==> src/rtl/dma_irq_pkg.sv <==
package dma_irq_pkg;
  localparam int N_TYPES_DEF = 2;
  localparam int CH_PER_TYPE_DEF = 8;
  localparam int ADDR_W_DEF = 4;
  localparam int EN_WORD = 0;
  localparam int PEND_WORD = 1;

  function automatic int clog2_min1(input int v);
    return (v > 1) ? $clog2(v) : 1;
  endfunction
endpackage

==> src/rtl/dma_irq_bitmap.sv <==
module dma_irq_bitmap #(
  parameter int NCH = 16
) (
  input  logic [NCH-1:0]   half_i,
  input  logic [NCH-1:0]   end_i,
  output logic [2*NCH-1:0] set_o
);
  // two bits per channel: even = half-done, odd = end
  for (genvar c = 0; c < NCH; c++) begin : g_ch
    assign set_o[2*c]   = half_i[c];
    assign set_o[2*c+1] = end_i[c];
  end
endmodule

==> src/rtl/dma_irq_pend.sv <==
module dma_irq_pend #(
  parameter int W = 32
) (
  input  logic         clk_i,
  input  logic         rst_ni,
  input  logic [W-1:0] set_i,
  input  logic [W-1:0] clr_i,
  output logic [W-1:0] pend_o
);
  logic [W-1:0] pend_q;

  // set wins over a same-cycle clear
  always_ff @(posedge clk_i or negedge rst_ni) begin
    if (!rst_ni) pend_q <= '0;
    else         pend_q <= (pend_q & ~clr_i) | set_i;
  end

  assign pend_o = pend_q;

  assert_clear_R4: assert property (@(posedge clk_i) disable iff (!rst_ni)
    ((clr_i & ~set_i) != '0) |=> ((pend_q & $past(clr_i & ~set_i)) == '0));

  assert_set_wins_R5: assert property (@(posedge clk_i) disable iff (!rst_ni)
    (set_i != '0) |=> ((pend_q & $past(set_i)) == $past(set_i)));

  assert_hold_R4: assert property (@(posedge clk_i) disable iff (!rst_ni)
    ((set_i | clr_i) == '0) |=> $stable(pend_q));
endmodule

==> src/rtl/dma_irq_lowest_end.sv <==
module dma_irq_lowest_end #(
  parameter int N_TYPES     = 2,
  parameter int CH_PER_TYPE = 8,
  localparam int NCH    = N_TYPES * CH_PER_TYPE,
  localparam int TYPE_W = dma_irq_pkg::clog2_min1(N_TYPES),
  localparam int IDX_W  = dma_irq_pkg::clog2_min1(CH_PER_TYPE)
) (
  input  logic              clk_i,
  input  logic              rst_ni,
  input  logic [2*NCH-1:0]  pend_i,
  output logic              valid_o,
  output logic [TYPE_W-1:0] type_o,
  output logic [IDX_W-1:0]  index_o
);
  logic [NCH-1:0] end_pend;

  for (genvar c = 0; c < NCH; c++) begin : g_odd
    assign end_pend[c] = pend_i[2*c+1];
  end

  // scan down so the lowest channel is the final assignment
  always_comb begin
    valid_o = 1'b0;
    type_o  = '0;
    index_o = '0;
    for (int c = NCH - 1; c >= 0; c--) begin
      if (end_pend[c]) begin
        valid_o = 1'b1;
        type_o  = TYPE_W'(c / CH_PER_TYPE);
        index_o = IDX_W'(c % CH_PER_TYPE);
      end
    end
  end

  assert_helper_hit_R8: assert property (@(posedge clk_i) disable iff (!rst_ni)
    valid_o |-> pend_i[2*(int'(type_o)*CH_PER_TYPE + int'(index_o)) + 1]);

  assert_helper_idle_R8: assert property (@(posedge clk_i) disable iff (!rst_ni)
    (end_pend == '0) |-> !valid_o);
endmodule

==> src/rtl/dma_irq_ctrl.sv <==
module dma_irq_ctrl
  import dma_irq_pkg::*;
#(
  parameter int N_TYPES     = N_TYPES_DEF,
  parameter int CH_PER_TYPE = CH_PER_TYPE_DEF,
  parameter int ADDR_W      = ADDR_W_DEF,
  localparam int NCH    = N_TYPES * CH_PER_TYPE,
  localparam int REG_W  = 2 * NCH,
  localparam int TYPE_W = clog2_min1(N_TYPES),
  localparam int IDX_W  = clog2_min1(CH_PER_TYPE)
) (
  input  logic              clk_i,
  input  logic              rst_ni,
  input  logic              reg_wr_i,
  input  logic [ADDR_W-1:0] reg_addr_i,
  input  logic [REG_W-1:0]  reg_wdata_i,
  output logic [REG_W-1:0]  reg_rdata_o,
  input  logic [NCH-1:0]    half_evt_i,
  input  logic [NCH-1:0]    end_evt_i,
  output logic              irq_o,
  output logic              end_valid_o,
  output logic [TYPE_W-1:0] end_type_o,
  output logic [IDX_W-1:0]  end_index_o
);
  logic             sel_en, sel_pend;
  logic [REG_W-1:0] en_q, set_vec, clr_vec, pend;

  assign sel_en   = (reg_addr_i == ADDR_W'(EN_WORD));
  assign sel_pend = (reg_addr_i == ADDR_W'(PEND_WORD));

  always_ff @(posedge clk_i or negedge rst_ni) begin
    if (!rst_ni)                 en_q <= '0;
    else if (reg_wr_i && sel_en) en_q <= reg_wdata_i;
  end

  assign clr_vec = (reg_wr_i && sel_pend) ? reg_wdata_i : '0;

  dma_irq_bitmap #(.NCH(NCH)) u_map (
    .half_i (half_evt_i),
    .end_i  (end_evt_i),
    .set_o  (set_vec)
  );

  dma_irq_pend #(.W(REG_W)) u_pend (
    .clk_i  (clk_i),
    .rst_ni (rst_ni),
    .set_i  (set_vec),
    .clr_i  (clr_vec),
    .pend_o (pend)
  );

  dma_irq_lowest_end #(.N_TYPES(N_TYPES), .CH_PER_TYPE(CH_PER_TYPE)) u_low (
    .clk_i   (clk_i),
    .rst_ni  (rst_ni),
    .pend_i  (pend),
    .valid_o (end_valid_o),
    .type_o  (end_type_o),
    .index_o (end_index_o)
  );

  always_comb begin
    if (sel_en)        reg_rdata_o = en_q;
    else if (sel_pend) reg_rdata_o = pend;
    else               reg_rdata_o = '0;
  end

  assign irq_o = |(pend & en_q);

  assert_en_zero_R7: assert property (@(posedge clk_i) disable iff (!rst_ni)
    (reg_wr_i && sel_en && reg_wdata_i == '0) |=> !irq_o);

  assert_no_pend_R7: assert property (@(posedge clk_i) disable iff (!rst_ni)
    (pend == '0) |-> !irq_o);

  assert_unmapped_R9: assert property (@(posedge clk_i) disable iff (!rst_ni)
    (reg_wr_i && !sel_en) |=> $stable(en_q));

  assert_event_sets_R2: assert property (@(posedge clk_i) disable iff (!rst_ni)
    (end_evt_i != '0) |=> end_valid_o);
endmodule

==> config.mk <==
export PLATFORM = sky130hd
export DESIGN_NAME = dma_irq_ctrl
export DESIGN_NICKNAME = d
export VERILOG_FILES = /design/src/rtl/dma_irq_pkg.sv /design/src/rtl/dma_irq_bitmap.sv /design/src/rtl/dma_irq_pend.sv /design/src/rtl/dma_irq_lowest_end.sv /design/src/rtl/dma_irq_ctrl.sv
export SDC_FILE = /design/constraint.sdc
export NUM_CORES = 1
export LEC_CHECK = 0
export ABC_AREA = 1
export BUFFER_PORTS_ARGS = -buffer_cell sky130_fd_sc_hd__buf_2
export CORE_ASPECT_RATIO = 0.7
export CORE_MARGIN = 4
export CORE_UTILIZATION = 54
export CTS_CLUSTER_DIAMETER = 60
export DETAILED_ROUTE_END_ITERATION = 10
export PLACE_DENSITY = 0.87
export SYNTH_ARGS = -nofsm -noshare
export SYNTH_HDL_FRONTEND = slang
export SYNTH_SLANG_ARGS = --single-unit
==> constraint.sdc <==
create_clock -name clk_i -period 3.49 [get_ports clk_i]
set_clock_uncertainty 0.1 [all_clocks]
set_input_delay 0.698 -clock clk_i [delete_from_list [all_inputs] [get_ports clk_i]]
set_output_delay 0.698 -clock clk_i [all_outputs]
set_load 0.1 [all_outputs]
==> results of run 1 <==
[metrics by stage]
step	instances	util (%)	power, mW
2_1_floorplan	391	-	1.18
3_3_place_gp	566	74.8	1.32
6_report	581	77.6	1.86
4_1_cts	581	77.6	1.86
5_1_grt	581	77.6	1.96
3_5_place_dp	566	74.8	1.34
[where the power goes]
part	internal (mW)	leakage [nW]	total, mW	switching, mW
combinational	0.165	1.65	0.446	0.281
sequential	0.822	0.690	0.883	0.0606
clock	0.249	0.0769	0.531	0.282
total	1.24	2.42	1.86	0.624
[cells in the mapped netlist]
library cell  number  share of area (%)
nor3_1             3               0.46
o21bai_1          24                5.5
nor4_1             3               0.58
nand2_4            2               0.69
nand4_1            3               0.58
nand3_1            6               0.92
o22ai_1           24                4.6
nor3_4             2                1.0
buf_2             10                1.5
a31oi_1            1               0.19
o21ai_2            8                2.1
nor2_2             1               0.19
o21ai_1           36                5.5
nand2_1           66                7.6
a221oi_1           4                1.1
buf_6              3                1.0
nor2_1            28                3.2
inv_2              3               0.35
dfrtp_1           64                 49
a22o_1             2               0.54
inv_1             83                9.6
o21ai_0            4               0.61
a22o_2             8                2.5
a21oi_1            3               0.46
[cells in the final DEF, fill, tap and decap left out, types with 2 or more instances in the layout]
cell type   Yosys  final
inv_1          83     83
buf_12          0     24
dfrtp_1        64     64
inv_2           3      3
a22o_2          8      8
buf_2          10     84
o22ai_1        24      8
o22ai_2         0     16
a21oi_1         3      3
o21ai_1        36     32
nor3_4          2      2
nand2_4         2      2
nand3_1         6      6
buf_4           0      5
nor3_1          3      2
o21bai_1       24     24
o21ai_0         4      4
a221oi_1        4      4
nand2_1        66     66
clkinv_2        0      3
o21ai_2         8     12
clkbuf_8        0      9
nand4_1         3      3
a22o_1          2      2
nor2_1         28     28
clkinvlp_4      0      3
nor4_1          3      3
[per-layer routing]
metal | GRT usage (%) | up-vias | routed length, µm
met5 | 0 | - | 0
met4 | 8.82 | 0 | 151
met3 | 7.35 | 15 | 868
met2 | 41.4 | 158 | 4330
met1 | 35.1 | 1446 | 3880
li1 | - | 1494 | -
[cell families (layout without fill, tap and decap cells)]
kind of cell	after synthesis	in the layout	share of synthesized area, %
AO/OA/AOI/OAI	114	114	23.1
buffers and inverters	99	214	12.5
AND/OR/NAND/NOR	114	114	15.2
flip-flops	64	64	49.1
[flip-flops by register name, summed over array words and instances, names as in the netlist]
name           flops
en_q              32
u_pend.pend_o     32
[critical path: stages, from the launching register on]
cell	delay (ns)
dfrtp_1	0.39
inv_1	0.13
nand2_1	0.07
nand2_1	0.06
nand2_1	0.05
nand2_1	0.05
nand2_1	0.04
nand2_1	0.07
nand2_1	0.05
nand2_1	0.06
nand2_1	0.05
nand2_1	0.06
nand2_1	0.06
nand2_1	0.06
nand2_1	0.07
a21oi_1	0.17
buf_2	0.46
[path summary, 6_finish.rpt]
path,startpoint,end,cells after the start
worst max-delay path,u_pend.pend_o[29],end_index_o[0],16
worst min-delay path,rst_ni,en_q[26],1
worst max register to register,u_pend.pend_o[17],u_pend.pend_o[17],2
worst min register to register,en_q[22],en_q[22],2
max in group asynchronous,rst_ni,en_q[21],2
min in group clk_i,en_q[22],en_q[22],2
[final cells by class]
type | instances | area [µm²]
fill | 398 | 1290
clock buffer | 9 | 124
clock inverter | 6 | 37.5
timing repair buffer | 113 | 938
inverter | 86 | 323
sequential | 64 | 1600
multi-input combinational | 228 | 1370
tap | 75 | 93.8
==> summary.txt, run 1 <==
Route
  – Final ANT Viol Nets: 0
  – Final wirelength: 9230 µm
  – Routed len/inst: 15.9 µm
  – Via/cell ratio: 5.36
  – Via count: 3113
  – Starting DRT DRC Count: 191
  – DRC violations left: 0
  – DRT Pass-1 Iters: 4

Clocking
  – Post-CTS Resized: 0
  – Max clock buf depth: 2
  – Setup Fix Bufs, Post-CTS: 0
  – Total clock sinks: 64
  – CTS tree: built
  – CTS clk-pin slew, worst paths: 0.07 ns
  – Root buf cell: clkbuf_8
  – Clk_lat worst skew: 0.34 ns
  – Hold-fix buffers, CTS: 0
  – CTS Buf Count: 9
  – CTS H-tree lvls: 3

Placement
  – Dpl cell area: 4330 µm²
  – GPL Wtd Cong: 0.838
  – Port bufs: 108
  – Worst slack at placement: 0.475 ns
  – Post-DP HPWL: 7020 µm

Layout
  – Area growth from synthesis to layout: 37.7%
  – Post-route cell area: 4490 µm²
  – Nets@finish: 573
  – Fraction of layout instances using a drive strength above 1: 34.2%
  – Antenna Cells: 0

Worst setup path
  – Crit Path Max Fanout: 4
  – WS Path Type: reg -> out
  – Crit path launch type: flop
  – WP data required: 2.69 ns
  – Reg2Reg Setup Slack: 2.60 ns
  – Worst Path Arrival: 2.23 ns
  – Worst setup EP type: primary output

Die
  – Initial Util: 56.3%
  – Total die area: 7360 µm²
  – Die W: 101 µm
  – Io pins: 109
  – Core area: 5780 µm²
  – Die H: 73 µm
  – Row Count: 23

STA
  – Setup tns final: 0 ns
  – Fmax: 330 MHz
  – Slew Limit Fails: 0
  – Min cycle time layout: 3.03 ns
  – Final Cycle Share: 86.7%
  – Final worst-path setup slack: 0.464 ns
  – RSZ-0062 raised after global routing: no
  – Slew @ Worst Pin: 0.678 ns
  – Final hold violation count: 0
  – Fin Hold WS: 0.121 ns
  – Final setup vio count: 0
  – Relative slew slack: 54.7%

Global route
  – Vias in the first global route: 3170
  – Global-route wire length before repair: 14900 µm
  – Global Route Usage Sum: 26.2%
  – Initial antenna violation count: 0
  – Pin count of the biggest net entering global routing: 65
  – Remaining Overflow, GRT: 0

Power and ir drop
  – P per Cell Area: 414 nW/µm²
  – Peak supply drop: 0.257 mV
  – Leakage power: 2.42 nW

Synth
  – Sequential fraction of the synthesis area: 49.1%
  – Post-synth net total: 462
  – Post-synthesis cell area: 3260 µm²
  – Count of different cell masters after synthesis: 24
  – Synth warn: 0
  – Mean Syn Cell Area: 8.34 µm²
  – Synthesized flop and latch total: 64
  – Syn Inst Count: 391

Status
  – Status: finished, final reports clean

Min path
  – Worst Hold Class: in -> async

Flow run
  – Max_cap viols: 0
(Power assumes the default switching activity.)
==> run 2, diff against run 1 <==
--- a/config.mk
+++ b/config.mk
@@ -5,14 +5,15 @@
 export SDC_FILE = /design/constraint.sdc
 export NUM_CORES = 1
 export LEC_CHECK = 0
-export ABC_AREA = 1
 export BUFFER_PORTS_ARGS = -buffer_cell sky130_fd_sc_hd__buf_2
+export CAP_MARGIN = 40
 export CORE_ASPECT_RATIO = 0.7
 export CORE_MARGIN = 4
-export CORE_UTILIZATION = 54
+export CORE_UTILIZATION = 53
 export CTS_CLUSTER_DIAMETER = 60
 export DETAILED_ROUTE_END_ITERATION = 10
-export PLACE_DENSITY = 0.87
+export GPL_ROUTABILITY_DRIVEN = 0
+export PLACE_DENSITY = 0.86
 export SYNTH_ARGS = -nofsm -noshare
 export SYNTH_HDL_FRONTEND = slang
 export SYNTH_SLANG_ARGS = --single-unit
==> run 2 against run 1 <==
Effect of this change: sequential cell count unchanged; highest routed layer unchanged; largest cell class unchanged; sequential share of layout area up 3.0 points; area after synthesis is 6.5% lower; count of clock-buffer cells in the layout up 5; register-to-register slack worse by 0.05 ns; combinational power decreased by 12%; clock power grew 5.8%; cell area shrank 7.8%; hold slack improved by 0.087 ns; maximum frequency increased by 5.3%.
==> summary.txt, run 2 <==
Clocking
  – Total clock sinks: 64
  – CTS clk-pin slew, worst paths: 0.06 ns
  – Max clock buf depth: 2
  – Root buf cell: clkbuf_8
  – CTS H-tree lvls: 3
  – Setup Fix Bufs, Post-CTS: 0
  – CTS tree: built
  – Clk_lat worst skew: 0.33 ns
  – Hold-fix buffers, CTS: 0
  – Post-CTS Resized: 0
  – CTS Buf Count: 9

Min path
  – Worst Hold Class: in -> async

Layout
  – Filler Cells Inserted: 379
  – Final core utilization: 76.7%
  – Fraction of layout instances using a drive strength above 1: 34.6%
  – Commonest cells after routing, fill and taps aside: buf_2, dfrtp_1, nand2_1
  – Post-route cell area: 4140 µm²
  – Nets@finish: 449
  – Area growth from synthesis to layout: 35.8%
  – Commonest non-fill, non-tap cell in the layout: buf_2
  – Antenna Cells: 0

STA
  – Fmax: 348 MHz
  – Final setup vio count: 0
  – Slew @ Worst Pin: 0.843 ns
  – RSZ-0062 raised after global routing: no
  – Relative slew slack: 43.6%
  – Min cycle time layout: 2.87 ns
  – Slew Limit Fails: 0
  – Final Cycle Share: 82.4%
  – Final hold violation count: 0
  – Fin Hold WS: 0.208 ns
  – Setup tns final: 0 ns

Die
  – Initial Util: 56.5%
  – Core area: 5400 µm²
  – Total die area: 7050 µm²
  – Die W: 98.6 µm
  – Io pins: 109
  – Row Count: 22
  – Die H: 71.4 µm

Worst setup path
  – WP buf/inv: 4
  – Reg2Reg Setup Slack: 2.55 ns
  – Worst Path Arrival: 2.08 ns
  – Crit Path Max Fanout: 18
  – Worst setup EP type: primary output
  – WS Path Type: in -> out
  – Worst path max stage delay: 0.26 ns
  – Cell mode on critical path: buf_4
  – CP cell instances: buf_2 -> nor4b_4 -> buf_4 -> buf_4 -> a22o_1 -> buf_12
  – Kind of cell adding the most delay to the critical path: buffers and inverters
  – CP max-delay cell: nor4b_4
  – Crit path launch type: input pin
  – WP data required: 2.69 ns

Power and ir drop
  – Comb pwr share: 21.1%
  – Pint: 1.31 mW
  – Peak supply drop: 0.273 mV
  – Psw: 0.561 mW
  – Clock network fraction of total power: 30.1%
  – Sequential power share: 48.8%
  – Sw Ratio: 30.0%
  – Leakage power: 1.82 nW
  – P per Cell Area: 451 nW/µm²

Route
  – DRC violations left: 0
  – Final ANT Viol Nets: 0
  – Via count: 2655
  – Final wirelength: 8420 µm
  – Routed len/inst: 18.6 µm
  – Via/cell ratio: 5.86
  – DRT Pass-1 Iters: 4
  – Starting DRT DRC Count: 153

Synth
  – Post-synth top cells: dfrtp_1, nand2_1, a21o_1
  – Synthesized flop and latch total: 64
  – Sequential fraction of the synthesis area: 52.5%
  – Post-synth top flop: dfrtp_1
  – Top cell type's share of synthesized area: 52.5%
  – EDFF count, synth: 0
  – Mean Syn Cell Area: 11.5 µm²
  – Synth area leader: dfrtp_1
  – Share of flip-flops with an asynchronous set or reset: 100%
  – Count of different cell masters after synthesis: 28
  – Post-synthesis cell area: 3050 µm²
  – Syn Inst Count: 265
  – Most common cell in the netlist: dfrtp_1
  – Post-synth net total: 336
  – Synth warn: 0
  – Area contributors post-synth: dfrtp_1, mux2_1, a22o_1, a21o_1, nand2_1

Global route
  – Global-route wire length before repair: 13500 µm
  – Vias in the first global route: 2764
  – Global Route Usage Sum: 24.8%
  – Initial antenna violation count: 0
  – Remaining Overflow, GRT: 0
  – Pin count of the biggest net entering global routing: 44

Flow run
  – Max_cap viols: 0

Status
  – Status: finished, final reports clean

Placement
  – Post-DP HPWL: 6370 µm
  – Dpl cell area: 3970 µm²
  – Port bufs: 108
==> run 2: cell types whose count changed after synthesis, moves of 30 or more <==
cell / delta
a21o_1: +33
mux2_1: +30
o21ai_1: -36
a22o_1: +30
inv_1: -79
nand2_1: -30
==> run 2: cells by family after synthesis <==
| family | count (synthesis) | share of synthesized area (%) |
|---|---|---|
| AOI/OAI and AO/OA | 92 | 23.4 |
| buffers and inverters | 17 | 2.63 |
| DFF | 64 | 52.5 |
| muxes | 32 | 11.8 |
| and+or+nand+nor | 60 | 9.65 |
==> run 2: layout make-up <==
class / count / area [µm²] / area share (%)
inverters: 4 / 15.0 / 0.363
flip-flops and latches: 64 / 1600 / 38.7
repair buffers: 115 / 893 / 21.6
clock buffers: 14 / 173 / 4.17
multi-input cells: 184 / 1370 / 33.0
well taps: 72 / 90.1 / 2.18
==> run 2: path summary, 6_finish.rpt <==
kind | start | to | cells after the start
min reg2reg | u_pend.pend_o[24] | u_pend.pend_o[24] | 1
max reg2reg | en_q[11] | en_q[11] | 1
max | reg_addr_i[1] | reg_rdata_o[20] | 6
min | rst_ni | u_pend.pend_o[14] | 1
max in group asynchronous | rst_ni | u_pend.pend_o[23] | 2
min in group clk_i | u_pend.pend_o[24] | u_pend.pend_o[24] | 1
==> run 2: power by group through the flow <==
stage	clock network [mW]	logic [mW]	registers, mW
after floorplan	0	0.268	0.898
after global placement	0	0.381	0.913
after detailed placement	0	0.394	0.922
after CTS	0.572	0.396	0.910
after global routing	0.605	0.421	0.923
final	0.562	0.393	0.912
==> run 2: per-layer routing <==
metal	part of all wire [%]	wire length, µm	vias to the layer above	global-route usage [%]
met5	0	0	-	0
met4	0.97	82	0	8.48
met3	8.6	727	12	7.39
met2	47	3990	125	39.9
met1	43	3620	1299	32.5
li1	-	-	1219	-
==> run 2: per-stage QoR <==
stage	std cells	power, mW	setup slack (ns)
2_1_floorplan	265	1.17	0.301
3_3_place_gp	439	1.29	0.628
3_5_place_dp	439	1.32	0.587
4_1_cts	453	1.88	0.634
5_1_grt	453	1.95	0.537
6_report	453	1.87	0.615
